## src/rtl/rinv_pkg.sv

```systemverilog
package rinv_pkg;

    // Position of the major-revision nibble in the version word
    localparam int VER_MSB = 31;
    localparam int VER_LSB = 28;

    typedef enum logic [1:0] {
        ST_IDLE = 2'd0,
        ST_RUN  = 2'd1,
        ST_DONE = 2'd2
    } seq_state_e;

    // Number of flushes implied by a byte size, clamped to [1, max_n]
    function automatic int unsigned page_count(input logic [31:0] size_b,
                                               input int unsigned shift,
                                               input int unsigned max_n);
        logic [31:0] pages;
        pages = size_b >> shift;
        if (pages == 32'd0)
            return 1;
        else if (pages >= max_n)
            return max_n;
        else
            return int'(pages);
    endfunction

endpackage

```

## src/rtl/rinv_count_calc.sv

```systemverilog
module rinv_count_calc
    import rinv_pkg::*;
#(
    parameter int SIZE_W      = 32,
    parameter int PAGE_SHIFT  = 12,
    parameter int MAX_INV     = 64,
    parameter int CNT_W       = 7,
    parameter int MULTI_MAJOR = 2
) (
    input  logic [SIZE_W-1:0] req_size,
    input  logic [31:0]       hw_version,
    output logic [CNT_W-1:0]  inv_count
);

    logic [VER_MSB-VER_LSB:0] major;
    assign major = hw_version[VER_MSB:VER_LSB];

    always_comb begin
        if (major == (VER_MSB-VER_LSB+1)'(MULTI_MAJOR))
            inv_count = CNT_W'(page_count(32'(req_size), PAGE_SHIFT, MAX_INV));
        else
            inv_count = CNT_W'(1);
    end

    always_comb begin
        a_r4_count_cap: assert (inv_count >= CNT_W'(1) && inv_count <= CNT_W'(MAX_INV));
    end

endmodule

```

## src/rtl/rinv_addr_step.sv

```systemverilog
module rinv_addr_step #(
    parameter int ADDR_W     = 32,
    parameter int PAGE_SHIFT = 12
) (
    input  logic              clk,
    input  logic              rst,
    input  logic              load,
    input  logic [ADDR_W-1:0] load_addr,
    input  logic              step,
    output logic [ADDR_W-1:0] flush_data
);

    localparam int PFN_W = ADDR_W - PAGE_SHIFT;

    logic [PFN_W-1:0] cur_pfn;

    always_ff @(posedge clk) begin
        if (rst)
            cur_pfn <= '0;
        else if (load)
            cur_pfn <= load_addr[ADDR_W-1:PAGE_SHIFT];
        else if (step)
            cur_pfn <= cur_pfn + PFN_W'(1);
    end

    assign flush_data = {cur_pfn, {(PAGE_SHIFT-1){1'b0}}, 1'b1};

    // a step (without reload) moves exactly one page forward
    a_r7_page_step: assert property (@(posedge clk) disable iff (rst)
        (step && !load) |=> (flush_data == $past(flush_data) + ADDR_W'(1 << PAGE_SHIFT)));

    // no step and no load leaves the word untouched
    a_r10_hold_word: assert property (@(posedge clk) disable iff (rst)
        (!step && !load) |=> $stable(flush_data));

endmodule

```

## src/rtl/rinv_ctrl.sv

```systemverilog
module rinv_ctrl
    import rinv_pkg::*;
#(
    parameter int CNT_W = 7
) (
    input  logic             clk,
    input  logic             rst,
    input  logic             req_valid,
    input  logic [CNT_W-1:0] load_cnt,
    input  logic             flush_ready,
    output logic             busy,
    output logic             done,
    output logic             flush_valid,
    output logic             load,
    output logic             step
);

    seq_state_e       state;
    logic [CNT_W-1:0] remaining;

    assign busy        = (state == ST_RUN);
    assign done        = (state == ST_DONE);
    assign flush_valid = busy;
    assign load        = req_valid && !busy;
    assign step        = busy && flush_ready;

    always_ff @(posedge clk) begin
        if (rst) begin
            state     <= ST_IDLE;
            remaining <= '0;
        end else if (load) begin
            state     <= ST_RUN;
            remaining <= load_cnt;
        end else if (step) begin
            if (remaining == CNT_W'(1))
                state <= ST_DONE;
            remaining <= remaining - CNT_W'(1);
        end else if (state == ST_DONE) begin
            state <= ST_IDLE;
        end
    end

    // done lasts one cycle
    a_r8_done_pulse: assert property (@(posedge clk) disable iff (rst)
        done |=> !done);

    // done only follows a final handshake
    a_r8_done_after_last: assert property (@(posedge clk) disable iff (rst)
        $rose(done) |-> $past(step));

    // a stalled run keeps its count even with a new request present
    a_r10_stall_hold: assert property (@(posedge clk) disable iff (rst)
        (busy && !flush_ready) |=> (busy && $stable(remaining)));

    // a running series never has zero left
    a_r8_nonzero_run: assert property (@(posedge clk) disable iff (rst)
        busy |-> (remaining != '0));

endmodule

```

## src/rtl/rinv_seq.sv

```systemverilog
module rinv_seq #(
    parameter int ADDR_W      = 32,
    parameter int SIZE_W      = 32,
    parameter int PAGE_SHIFT  = 12,
    parameter int MAX_INV     = 64,
    parameter int MULTI_MAJOR = 2
) (
    input  logic              clk,
    input  logic              rst,
    input  logic              req_valid,
    input  logic [ADDR_W-1:0] req_addr,
    input  logic [SIZE_W-1:0] req_size,
    input  logic [31:0]       hw_version,
    output logic              busy,
    output logic              done,
    output logic              flush_valid,
    input  logic              flush_ready,
    output logic [ADDR_W-1:0] flush_data
);

    localparam int CNT_W = $clog2(MAX_INV + 1);

    logic [CNT_W-1:0] calc_cnt;
    logic             load;
    logic             step;

    rinv_count_calc #(
        .SIZE_W     (SIZE_W),
        .PAGE_SHIFT (PAGE_SHIFT),
        .MAX_INV    (MAX_INV),
        .CNT_W      (CNT_W),
        .MULTI_MAJOR(MULTI_MAJOR)
    ) count_i (
        .req_size  (req_size),
        .hw_version(hw_version),
        .inv_count (calc_cnt)
    );

    rinv_ctrl #(
        .CNT_W(CNT_W)
    ) ctrl_i (
        .clk        (clk),
        .rst        (rst),
        .req_valid  (req_valid),
        .load_cnt   (calc_cnt),
        .flush_ready(flush_ready),
        .busy       (busy),
        .done       (done),
        .flush_valid(flush_valid),
        .load       (load),
        .step       (step)
    );

    rinv_addr_step #(
        .ADDR_W    (ADDR_W),
        .PAGE_SHIFT(PAGE_SHIFT)
    ) addr_i (
        .clk       (clk),
        .rst       (rst),
        .load      (load),
        .load_addr (req_addr),
        .step      (step),
        .flush_data(flush_data)
    );

    // every offered word is page aligned with the valid bit set
    a_r6_word_format: assert property (@(posedge clk) disable iff (rst)
        flush_valid |-> (flush_data[0] && flush_data[PAGE_SHIFT-1:1] == '0));

    // busy and done never overlap
    a_r8_busy_done_excl: assert property (@(posedge clk) disable iff (rst)
        !(busy && done));

endmodule

```

## config.mk

```make
export PLATFORM = sky130hd
export DESIGN_NAME = rinv_seq
export DESIGN_NICKNAME = d
export VERILOG_FILES = /design/src/rtl/rinv_pkg.sv /design/src/rtl/rinv_count_calc.sv /design/src/rtl/rinv_addr_step.sv /design/src/rtl/rinv_ctrl.sv /design/src/rtl/rinv_seq.sv
export SDC_FILE = /design/constraint.sdc
export NUM_CORES = 1
export LEC_CHECK = 0
export ABC_AREA = 1
export BUFFER_PORTS_ARGS = -buffer_cell sky130_fd_sc_hd__buf_2
export CORE_MARGIN = 3
export CORE_UTILIZATION = 39
export CTS_CLUSTER_DIAMETER = 200
export CTS_CLUSTER_SIZE = 40
export DETAILED_ROUTE_END_ITERATION = 7
export PLACE_DENSITY = 0.77
export REMOVE_ABC_BUFFERS = 1
export SLEW_MARGIN = 10
export SYNTH_ARGS = -nofsm -noshare
export SYNTH_HDL_FRONTEND = slang
export SYNTH_SLANG_ARGS = --single-unit
```

## constraint.sdc

```tcl
create_clock -name clk -period 1.6 [get_ports clk]
set_clock_uncertainty 0.2 [all_clocks]
set_input_delay 0.24 -clock clk [delete_from_list [all_inputs] [get_ports clk]]
set_output_delay 0.24 -clock clk [all_outputs]
set_load 0.02 [all_outputs]
```

After elaboration in Yosys (flattened, before gate mapping) --
Index checks and enable logic that the tools add are counted. Widths: inputs -> output; s select.
Operators by class: add/sub/neg operators 2, $mul 0, divide/modulo/power cells 0, order comparisons 1, eq/ne operators 6, shift operators 0, multiplexer cells 11, bitwise operators 0, reductions and logical operators 10
Operator list (number):
- $mux 20 | 2
- $mux 7 | 5
- $logic_not 32->1 | 1
- $add 20x1->20 const B | 1
- $ge 20x7->1 const B | 1
- $eq 7x1->1 const B | 1
- $sub 7x1->7 const B | 1
- $mux 2 | 3
- $eq 4x2->1 const B | 1
- $reduce_and 2->1 | 2
- $reduce_bool 2->1 | 2
- $ne 3x2->1 const B | 1
- $reduce_bool 3->1 | 1
- $eq 2x1->1 const B | 1
- $eq 2x2->1 const B | 1
- $logic_and 1x1->1 | 2
- $ne 2x2->1 const B | 1
- $reduce_or 2->1 | 1
- $logic_not 1->1 | 1
- $mux 1 | 1
Storage, ports and cells: register bits after elaboration 29, bits in latches 0, bits in writable memories 0, bits in read-only memories 0, input port bits 100, output and inout port bits 35, logic and storage cells 34, memories kept 0

Depth between registers and ports, before layout --
Gate-level depths: netlist of run 1.
word-level depth 5, depth in mapped cells 11, mapped depth without buffers 11

By module --
Synthesis of run 1 repeated with hierarchy kept, for this count alone.
Second synthesis, totals: cells, all modules 332, area total of the unflattened synthesis 2183.3 µm²
Modules (own cells, without submodules):
- rinv_addr_step | instances 1, cells each 209, area each 1378.8 µm², seq. area each 400.4 µm²
- rinv_ctrl | instances 1, cells each 88, area each 573.0 µm², seq. area each 180.2 µm²
- rinv_count_calc | instances 1, cells each 35, area each 231.5 µm², seq. area each 0.0 µm²

Worst setup path before layout of run 1 --
OpenSTA, ideal clock, no wires.
path type register to register, start register addr_i.cur_pfn[0], end register addr_i.cur_pfn[14], library setup time 127 ps, data arrival time 1475 ps, required time 1273 ps, path slack -202 ps, stages on the path, launching flop included 11, path buffers 0, period minus slack after synthesis 1802 ps, cell sequence dfxtp_1 ha_1 nand2_1 nor2_2 nand2_1 inv_2 nand2_1 nor2_1 a21oi_1 nor2_1 nor2_1
Between the ends: word-level cells in the longest chain between the ends 3
Ends and longest elaborated chain:
- start, declared | line rinv_addr_step.sv:15 | logic [PFN_W-1:0] cur_pfn;
- start signal, assigned | line rinv_addr_step.sv:21 | cur_pfn <= load_addr[ADDR_W-1:PAGE_SHIFT];
- start signal, assigned | line rinv_addr_step.sv:23 | cur_pfn <= cur_pfn + PFN_W'(1);
- $add 20x1->20 | line rinv_addr_step.sv:23
- $mux 20 | line rinv_addr_step.sv:22 | else if (step)
- $mux 20 | line rinv_addr_step.sv:20 | else if (load)
No other way between the ends. The select of a mux whose other input is x is not followed. A chain may end at the register's enable or synchronous reset.

Final worst setup path of run 1 --
start register addr_i.cur_pfn[0], end register addr_i.cur_pfn[9]
The elaborated chain is that of the path after synthesis.

==> flow_metrics.tcl, run 1 <==
set metrics [dict create \
    status "completed" \
    port_buffers 70 \
    crit_buf_inv 2 \
    fill_cells 531 \
    dr_total_vias 2581 \
    layout_common_cells "nand2_1 (84), buf_2 (70), nor2_1 (63)" \
    cp_common_cell "nand2_1" \
    crit_path_max_incr_delay_ps 350 \
    synthFlopType "dfxtp_1" \
    fin_area_mm2 0.00289 \
    core-area_mm2 0.00524 \
    synth_warnings 0 \
    worstPathArrival_ps 1530 \
    crit_chain "buf_4 -> nand3_4 -> nor2_4 -> buf_4 -> nand2_1 -> nand2_1 -> nand2_1 -> o21bai_1 -> a21oi_1" \
    grt_pass1_vias 2426 \
    crit_path_max_fanout 6 \
    finalCritPeriodShare_pct 97.3 \
    async_flop_share_pct 0 \
    power_uw 2290 \
    hold_end "ctrl_i.remaining[3]" \
    hold_viol 0 \
    clkLatencyLatePin_ps 290 \
    endpoint_kind "flop" \
    synth_area_mm2 0.00216 \
    reg2reg_depth 9 \
    r2r-start "addr_i.cur_pfn[0]" \
    clock_path_buffers 2 \
    synthMuxAreaShare_pct 0 \
    std_cell_rows 26 \
    start_kind "flop" \
    synthTopCellsByArea "dfxtp_1 (27%), nand2_1 (15%), nor2_1 (12%)" \
    place.gp.congestion 0.920 \
    synth-adder-area-share_pct 1.74 \
    setup_viol 0 \
    rsz0062_at_grt "yes" \
    wirelength_mm 6.32 \
    synth-seq-cells 29 \
    io-pin-count 135 \
    grt_first_pass_wirelength_mm 10.3 \
    min_path_cells 3 \
    max_freq_mhz 642 \
    crit_required_ps 1570 \
    diodes 0 \
    die_x_um 80.5 \
    drt-initial-drc-count 139 \
    dpl-instance-area_mm2 0.00268 \
    max_cap_viol_count 0 \
    ys_types 36 \
    yosys.area.top_type "dfxtp_1" \
    ir_drop_mv 0.338 \
    synth_top_area_share_pct 26.8 \
    initial_core_util_pct 41.3 \
    r2r_end "addr_i.cur_pfn[9]" \
    synth_top_family_by_area "simple AND/OR/NAND/NOR gates" \
    antenna_left 0 \
    htree_levels 2 \
    synth-simple-area-share_pct 40.5 \
    die_y_um 80.5 \
    layout_commonest_cell "nand2_1" \
    netlist_instances 355 \
    fin_crit_ps 1560 \
    die_area_mm2 0.00648 \
    powerDensity_mw_per_mm2 792 \
    slowest_stage "dfxtp_2" \
    wire_per_inst_um 12.2 \
    tritoncts "done" \
    clockRootBuffer "clkbuf_8" \
    synth_edf_count 0 \
    min_path_type "input pin to flop" \
    dp_hpwl_mm 4.61 \
    numCtsBuffers 5 \
    finalNonFillerCells 516 \
    area_growth_syn_to_layout_pct 33.7 \
    layout.nets 548 \
    synth-xor-area-share_pct 0.810 \
    hold_start "req_size[15]" \
    clk_pin_slew_ps 70 \
    cp.depth 9 \
    drc 0 \
    r2r_slack_ps 40 \
    p_leak_uw 0.00134 \
    slew_violations 0 \
    antenna_found_initial 0 \
    ys_seq_area_share_pct 26.8 \
    dpl.cell_count 505 \
    grt_max_degree 20 \
    cts.sinks 29 \
    dr.pass1.iters 4 \
    grt.total_usage_pct 19.9 \
    gr-total-overflow 0 \
    drive_above_1_share_pct 32.3 \
    crit_type "flop to flop" \
    viasPerCell 5.00 \
    cpLargestDelayFamily "simple AND/OR/NAND/NOR gates" \
    synth-compound-area-share_pct 16.1 \
    avgSynthCellArea_um2 6.09 \
]
==> synthesized netlist by cell type, drive strengths merged (2+ instances only) <==
cell type	count
a31oi	2
o21ai	21
conb	2
a21oi	21
nor3	5
nand3	19
clkbuf	3
buf	22
nand4	10
xor2	2
or2	3
nand2	91
nor2	70
a211oi	4
o211ai	4
o22ai	5
inv	32
ha	3
nand3b	2
dfxtp	29
==> report_power, final <==
group	internal [uW]	total (uW)	leakage, uW	switching, uW
combinational	321	796	0.00106	476
sequential	806	899	0.000244	92.3
clock	308	595	0.0000395	287
total	1440	2290	0.00134	855
==> final cells by class <==
| class | instances | area [um2] | area share, % |
|---|---|---|---|
| repair buffers | 98 | 586 | 20.2 |
| inverters | 32 | 125 | 4.33 |
| flip-flops and latches | 29 | 601 | 20.8 |
| multi-input cells | 279 | 1410 | 48.9 |
| well taps | 70 | 87.6 | 3.03 |
| clock buffers | 8 | 80.1 | 2.77 |
==> how the worst max path moves through the flow <==
stage                      start                 end  slack, ps
6_report       addr_i.cur_pfn[0]   addr_i.cur_pfn[9]         40
5_1_grt        addr_i.cur_pfn[1]  addr_i.cur_pfn[14]        -40
4_1_cts          ctrl_i.state[1]  addr_i.cur_pfn[13]          8
3_5_place_dp     ctrl_i.state[1]  addr_i.cur_pfn[13]          9
3_3_place_gp   addr_i.cur_pfn[0]  addr_i.cur_pfn[14]         30
2_1_floorplan  addr_i.cur_pfn[0]  addr_i.cur_pfn[14]       -220
==> per-layer routing <==
| layer | routed length (um) | track usage (%) |
|---|---|---|
| met5 | 0 | 0 |
| met3 | 519 | 3.92 |
| met2 | 3190 | 35.9 |
| met4 | 71 | 8.11 |
| met1 | 2540 | 22.7 |
==> flip-flops by register name, summed over array words and instances, names as in the netlist <==
signal / flops
addr_i.cur_pfn: 20
ctrl_i.remaining: 7
ctrl_i.state: 2
==> stage by stage <==
step                worst slack (ps)  hold slack, ps  TNS (ps)  utilization (%)
floorplan                       -216             109     -2090                -
global placement                33.5             284         0             51.1
detailed placement              9.26             286         0             51.1
CTS                             8.23            31.8         0             52.6
global route                   -44.7            45.0      -136             55.2
finish                          43.1            36.3         0             55.2
==> worst min-delay path, delay by kind of cell <==
kind            cells  cell delay, ps
simple gates        1              80
buf+inv             1             110
compound gates      1              50
==> cell families (layout without fill, tap and decap cells) <==
| family | count (synthesis) | in the layout |
|---|---|---|
| AO/OA/AOI/OAI | 61 | 61 |
| XOR/XNOR | 2 | 2 |
| adder cells (fa/ha/maj) | 3 | 3 |
| buffers and inverters | 57 | 138 |
| flip-flops | 29 | 29 |
| other | 2 | 12 |
| AND/OR/NAND/NOR | 201 | 201 |
==> what timing repair did <==
| item | in CTS | in global routing |
|---|---|---|
| gates resized for setup | 0 | 39 |
| hold buffers | 0 | 0 |
| endpoints found under the setup margin | 0 | 20 |
| endpoints found under the hold margin | 0 | 0 |
| buffers inserted | 0 | 3 |
No activity file was read; power rests on OpenSTA's default activity.
==> inputs of run 2 (changes only) <==
Settings changed: ABC_AREA 1 to default, CORE_UTILIZATION 39 to 37, PLACE_DENSITY 0.77 to 0.78.
==> flow_metrics.tcl, run 2 <==
set metrics [dict create \
    die_y_um 76.1 \
    ir_drop_mv 0.637 \
    initial_core_util_pct 40.1 \
    top_regs "addr_i.cur_pfn x20, ctrl_i.remaining x7, ctrl_i.state x2" \
    dpl.cell_count 406 \
    std_cell_rows 24 \
    place.gp.congestion 0.878 \
    yosys.area.top_type "dfxtp_1" \
    drc 0 \
    numCtsBuffers 5 \
    avgSynthCellArea_um2 7.76 \
    layout_common_cells "buf_2 (68), buf_4 (52), nor2_1 (24)" \
    crit_required_ps 1600 \
    layout_commonest_cell "buf_2" \
    slew_violations 0 \
    dr_total_vias 2292 \
    cts.sinks 29 \
    max_freq_mhz 469 \
    synth_top_area_share_pct 32.0 \
    gr-total-overflow 0 \
    largest-register "addr_i.cur_pfn" \
    async_flop_share_pct 0 \
    ys_seq_area_share_pct 32.0 \
    start_kind "flop" \
    port_buffers 70 \
    clkLatencyLatePin_ps 290 \
    synthFlopType "dfxtp_1" \
    hold_viol 0 \
    grt_max_degree 21 \
    diodes 0 \
    synth_edf_count 0 \
    largest_reg_flops 20 \
    wirelength_mm 6.81 \
    layout.nets 467 \
    yosys-top-cells-count "dfxtp_1 (29), nor2_1 (24), nand2_1 (15)" \
    min_path_type "input pin to flop" \
    antenna_found_initial 0 \
    crit_path_max_fanout 6 \
    synth_area_mm2 0.00182 \
    ys_types 46 \
    violations "negative setup slack" \
    grt_first_pass_wirelength_mm 9.45 \
    worstPathArrival_ps 2130 \
    layout_setup_ws_ps -533 \
    r2r-start "ctrl_i.state[1]" \
    area_growth_syn_to_layout_pct 72.2 \
    yosysMostFrequentCell "dfxtp_1" \
    powerDensity_mw_per_mm2 716 \
    clock_path_buffers 2 \
    p_leak_uw 0.00143 \
    dr.pass1.iters 4 \
    drt-initial-drc-count 209 \
    netlist_instances 234 \
    antenna_left 0 \
    cp-startpoint "ctrl_i.state[1]" \
    rsz0062_at_grt "yes" \
    crit_type "flop to flop" \
    clockRootBuffer "clkbuf_8" \
    core-area_mm2 0.00453 \
    grt_pass1_vias 2138 \
    dp_hpwl_mm 4.19 \
    fin_crit_ps 2130 \
    hold_start "req_addr[13]" \
    endpoint_kind "flop" \
    status "complete, but fails checks" \
    clk_pin_slew_ps 70 \
    grt.total_usage_pct 19.7 \
    max_cap_viol_count 0 \
    viasPerCell 5.33 \
    setup_viol 29 \
    r2r_slack_ps -530 \
    die_area_mm2 0.00579 \
    finalNonFillerCells 430 \
    utilization_pct 69.0 \
    htree_levels 2 \
    die_x_um 76.1 \
    setup_tns_ps -6530 \
    io-pin-count 135 \
    synth-seq-cells 29 \
    tritoncts "done" \
    synthTopCellsByArea "dfxtp_1 (32%), buf_4 (5.4%), nor2_1 (5.0%)" \
    drive_above_1_share_pct 51.2 \
    synth_warnings 0 \
    finalCritPeriodShare_pct 133 \
    wire_per_inst_um 15.8 \
]
[run 2: path summary, 6_finish.rpt]
check / cells after the start / endpoint
setup / recovery: 4 / addr_i.cur_pfn[15]
hold / removal: 3 / addr_i.cur_pfn[1]
setup reg to reg: 4 / addr_i.cur_pfn[15]
hold reg to reg: 2 / addr_i.cur_pfn[19]
[run 2: logic make-up after synthesis]
family | Yosys count | share of synthesized area (%)
other | 2 | 0.413
flip-flops | 29 | 32.0
XOR/XNOR | 10 | 4.82
adder cells (fa/ha/maj) | 3 | 2.07
AO/OA/AOI/OAI | 55 | 21.4
buffers and inverters | 35 | 9.99
AND/OR/NAND/NOR | 100 | 29.3
[run 2: critical path: stages, from the launching register on]
cell,delay [ps]
dfxtp_2,320
nand3b_1,240
or4_4,610
or3_1,400
a311oi_2,270
[run 2: cell type report]
cell class	count	area (um2)
fillers	351	1410
multi-input cells	180	1320
well taps	65	81.3
clock inverters	2	10.0
inverters	8	32.5
flip-flops and latches	29	589
repair buffers	140	1030
clock buffers	6	72.6
[run 2: where the power goes]
| part | internal (uW) | switching (uW) |
|---|---|---|
| clock | 301 | 295 |
| combinational | 393 | 420 |
| sequential | 786 | 47.8 |
| total | 1480 | 762 |
[run 2: metal layers]
| metal | part of all wire (%) | GRT usage (%) | up-vias |
|---|---|---|---|
| met4 | 1.9 | 6.70 | 0 |
| met1 | 41 | 24.2 | 1086 |
| met2 | 52 | 33.9 | 88 |
| li1 | - | - | 1106 |
| met5 | 0 | 0 | - |
| met3 | 6.0 | 4.61 | 12 |
[run 2: timing repair]
| item | 4_1_cts | 5_1_grt |
|---|---|---|
| pin swaps | 11 | 26 |
| hold buffers | 0 | 0 |
| gates resized for setup | 23 | 44 |
| setup buffers | 1 | 14 |
| cloned | 1 | 2 |
| endpoints found under the setup margin | 29 | 30 |
[run 2: per-stage QoR]
| step | setup slack [ps] | cell area, um2 | hold WS, ps | power [uW] |
|---|---|---|---|---|
| CTS | -474 | 2790 | 5.08 | 2120 |
| finish | -533 | 3130 | 20.3 | 2240 |
| detailed placement | -559 | 2560 | 302 | 1470 |
| floorplan | -774 | 1700 | 109 | 1150 |
| global placement | -485 | 2560 | 298 | 1460 |
| global route | -615 | 3130 | 35.8 | 2350 |
==> inputs of run 3 (changes only) <==
Settings changed: CORE_UTILIZATION 37 to 38, CTS_BUF_LIST from default to sky130_fd_sc_hd__clkbuf_8, PLACE_DENSITY 0.78 to 0.79.
==> flow_metrics.tcl, run 3 (same netlist as run 2, synthesis figures left out) <==
set metrics [dict create \
    status "complete, but fails checks" \
    violations "negative setup slack" \
    min_path_cells 3 \
    fin_crit_ps 2110 \
    top_regs "addr_i.cur_pfn x20, ctrl_i.remaining x7, ctrl_i.state x2" \
    setup_viol 30 \
    drt-initial-drc-count 216 \
    finalCritPeriodShare_pct 132 \
    reg2reg_depth 4 \
    fill_cells 305 \
    start_kind "flop" \
    final-seq-area_um2 587 \
    largest_reg_flops 20 \
    hold_start "req_addr[30]" \
    dr.pass1.iters 6 \
    worstPathArrival_ps 2110 \
    rsz0062_at_grt "yes" \
    crit_path_max_fanout 6 \
    grt_first_pass_wirelength_mm 10.2 \
    ir_drop_mv 0.421 \
    pre_cts_ws_ps -546 \
    cts.sinks 29 \
    htree_levels 2 \
    hold-worst-slack_ps 20.7 \
    max_cap_viol_count 0 \
    p_leak_uw 0.00149 \
    max_freq_mhz 473 \
    initial_core_util_pct 40.6 \
    dp_hpwl_mm 4.16 \
    std_cell_rows 24 \
    layout_setup_ws_ps -515 \
    place.gp.congestion 0.792 \
    powerDensity_mw_per_mm2 715 \
    clkLatencyLatePin_ps 300 \
    wire_per_inst_um 17.1 \
    wirelength_mm 7.21 \
    numCtsBuffers 5 \
    crit_type "flop to flop" \
    largest-register "addr_i.cur_pfn" \
    grt_pass1_vias 2212 \
    grt_max_degree 16 \
    multi_input_area_mm2 0.00137 \
    crit_required_ps 1600 \
    diodes 0 \
    io-pin-count 135 \
    drc 0 \
    layout_common_cells "buf_2 (68), buf_4 (50), dfxtp_1 (24)" \
    viasPerCell 5.69 \
    antenna_left 0 \
    clock_path_buffers 2 \
    antenna_found_initial 0 \
    die_x_um 75.1 \
    core-area_mm2 0.00447 \
    clk_pin_slew_ps 80 \
    port_buffers 70 \
    drive_above_1_share_pct 54.1 \
    r2r-start "ctrl_i.state[1]" \
    grt.total_usage_pct 23.7 \
    hold_end "addr_i.cur_pfn[18]" \
    layout.nets 472 \
    dr_total_vias 2400 \
    endpoint_kind "flop" \
    clockRootBuffer "clkbuf_8" \
    area_growth_syn_to_layout_pct 78.4 \
    r2r_end "addr_i.cur_pfn[15]" \
    die_y_um 75.1 \
    die_area_mm2 0.00565 \
    layout_commonest_cell "buf_2" \
    slew_violations 0 \
    gr-total-overflow 0 \
    min_path_type "input pin to flop" \
    hold_viol 0 \
    r2r_slack_ps -510 \
    tritoncts "done" \
]
==> run 3: per-layer routing <==
layer,track usage (%),wire (um),vias to the layer above
met2,40.8,3790,121
met4,7.77,106,0
met3,4.41,538,12
li1,-,-,1122
met1,29.9,2780,1145
met5,0,0,-
==> run 3: worst max path at each step <==
stage | from | to | slack, ps
after CTS | ctrl_i.state[1] | addr_i.cur_pfn[19] | -440
after detailed placement | ctrl_i.state[1] | addr_i.cur_pfn[19] | -550
final | ctrl_i.state[1] | addr_i.cur_pfn[15] | -510
after global placement | ctrl_i.state[1] | addr_i.cur_pfn[19] | -480
after global routing | ctrl_i.state[1] | addr_i.cur_pfn[15] | -550
after floorplan | ctrl_i.state[1] | addr_i.cur_pfn[19] | -770
==> run 3: cell type report <==
class                   count  share of cell area [%]
well taps                  52                    2.01
clock inverters             3                   0.540
multi-input cells         180                    42.2
repair buffers            145                    34.0
inverters                   8                    1.00
clock buffers               5                    2.12
flip-flops and latches     29                    18.1
==> run 3: where the power goes <==
| part | internal [uW] | leakage (uW) | switching (uW) | total [uW] |
|---|---|---|---|---|
| Combinational | 420 | 0.00120 | 442 | 863 |
| Sequential | 784 | 0.000241 | 49.9 | 834 |
| Clock | 300 | 0.0000439 | 323 | 622 |
| Total | 1500 | 0.00149 | 815 | 2320 |
==> run 3: timing repair <==
action | in CTS | in global routing
hold endpoints to repair | 1 | 0
cloned | 2 | 1
hold buffers | 1 | 0
pin swaps | 27 | 29
gates resized for setup | 39 | 58
setup endpoints to repair | 28 | 31
setup buffers | 3 | 13
==> run 3: stage by stage <==
step / instance area [um2] / instances / total power [uW] / util [%] / setup TNS (ps)
after floorplan: 1700 / 217 / 1150 / - / -8440
after global placement: 2560 / 396 / 1460 / 57.2 / -4450
after detailed placement: 2560 / 396 / 1470 / 57.2 / -5180
after CTS: 2920 / 410 / 2160 / 65.3 / -3870
after global routing: 3240 / 422 / 2410 / 72.5 / -9340
final: 3240 / 422 / 2320 / 72.5 / -7210
==> run 3: critical path, cell delays in order (launching register included) <==
cell and delay (ps):
dfxtp_2 320, nand3b_1 240, or4_4 600, or3_1 390, a311oi_1 260
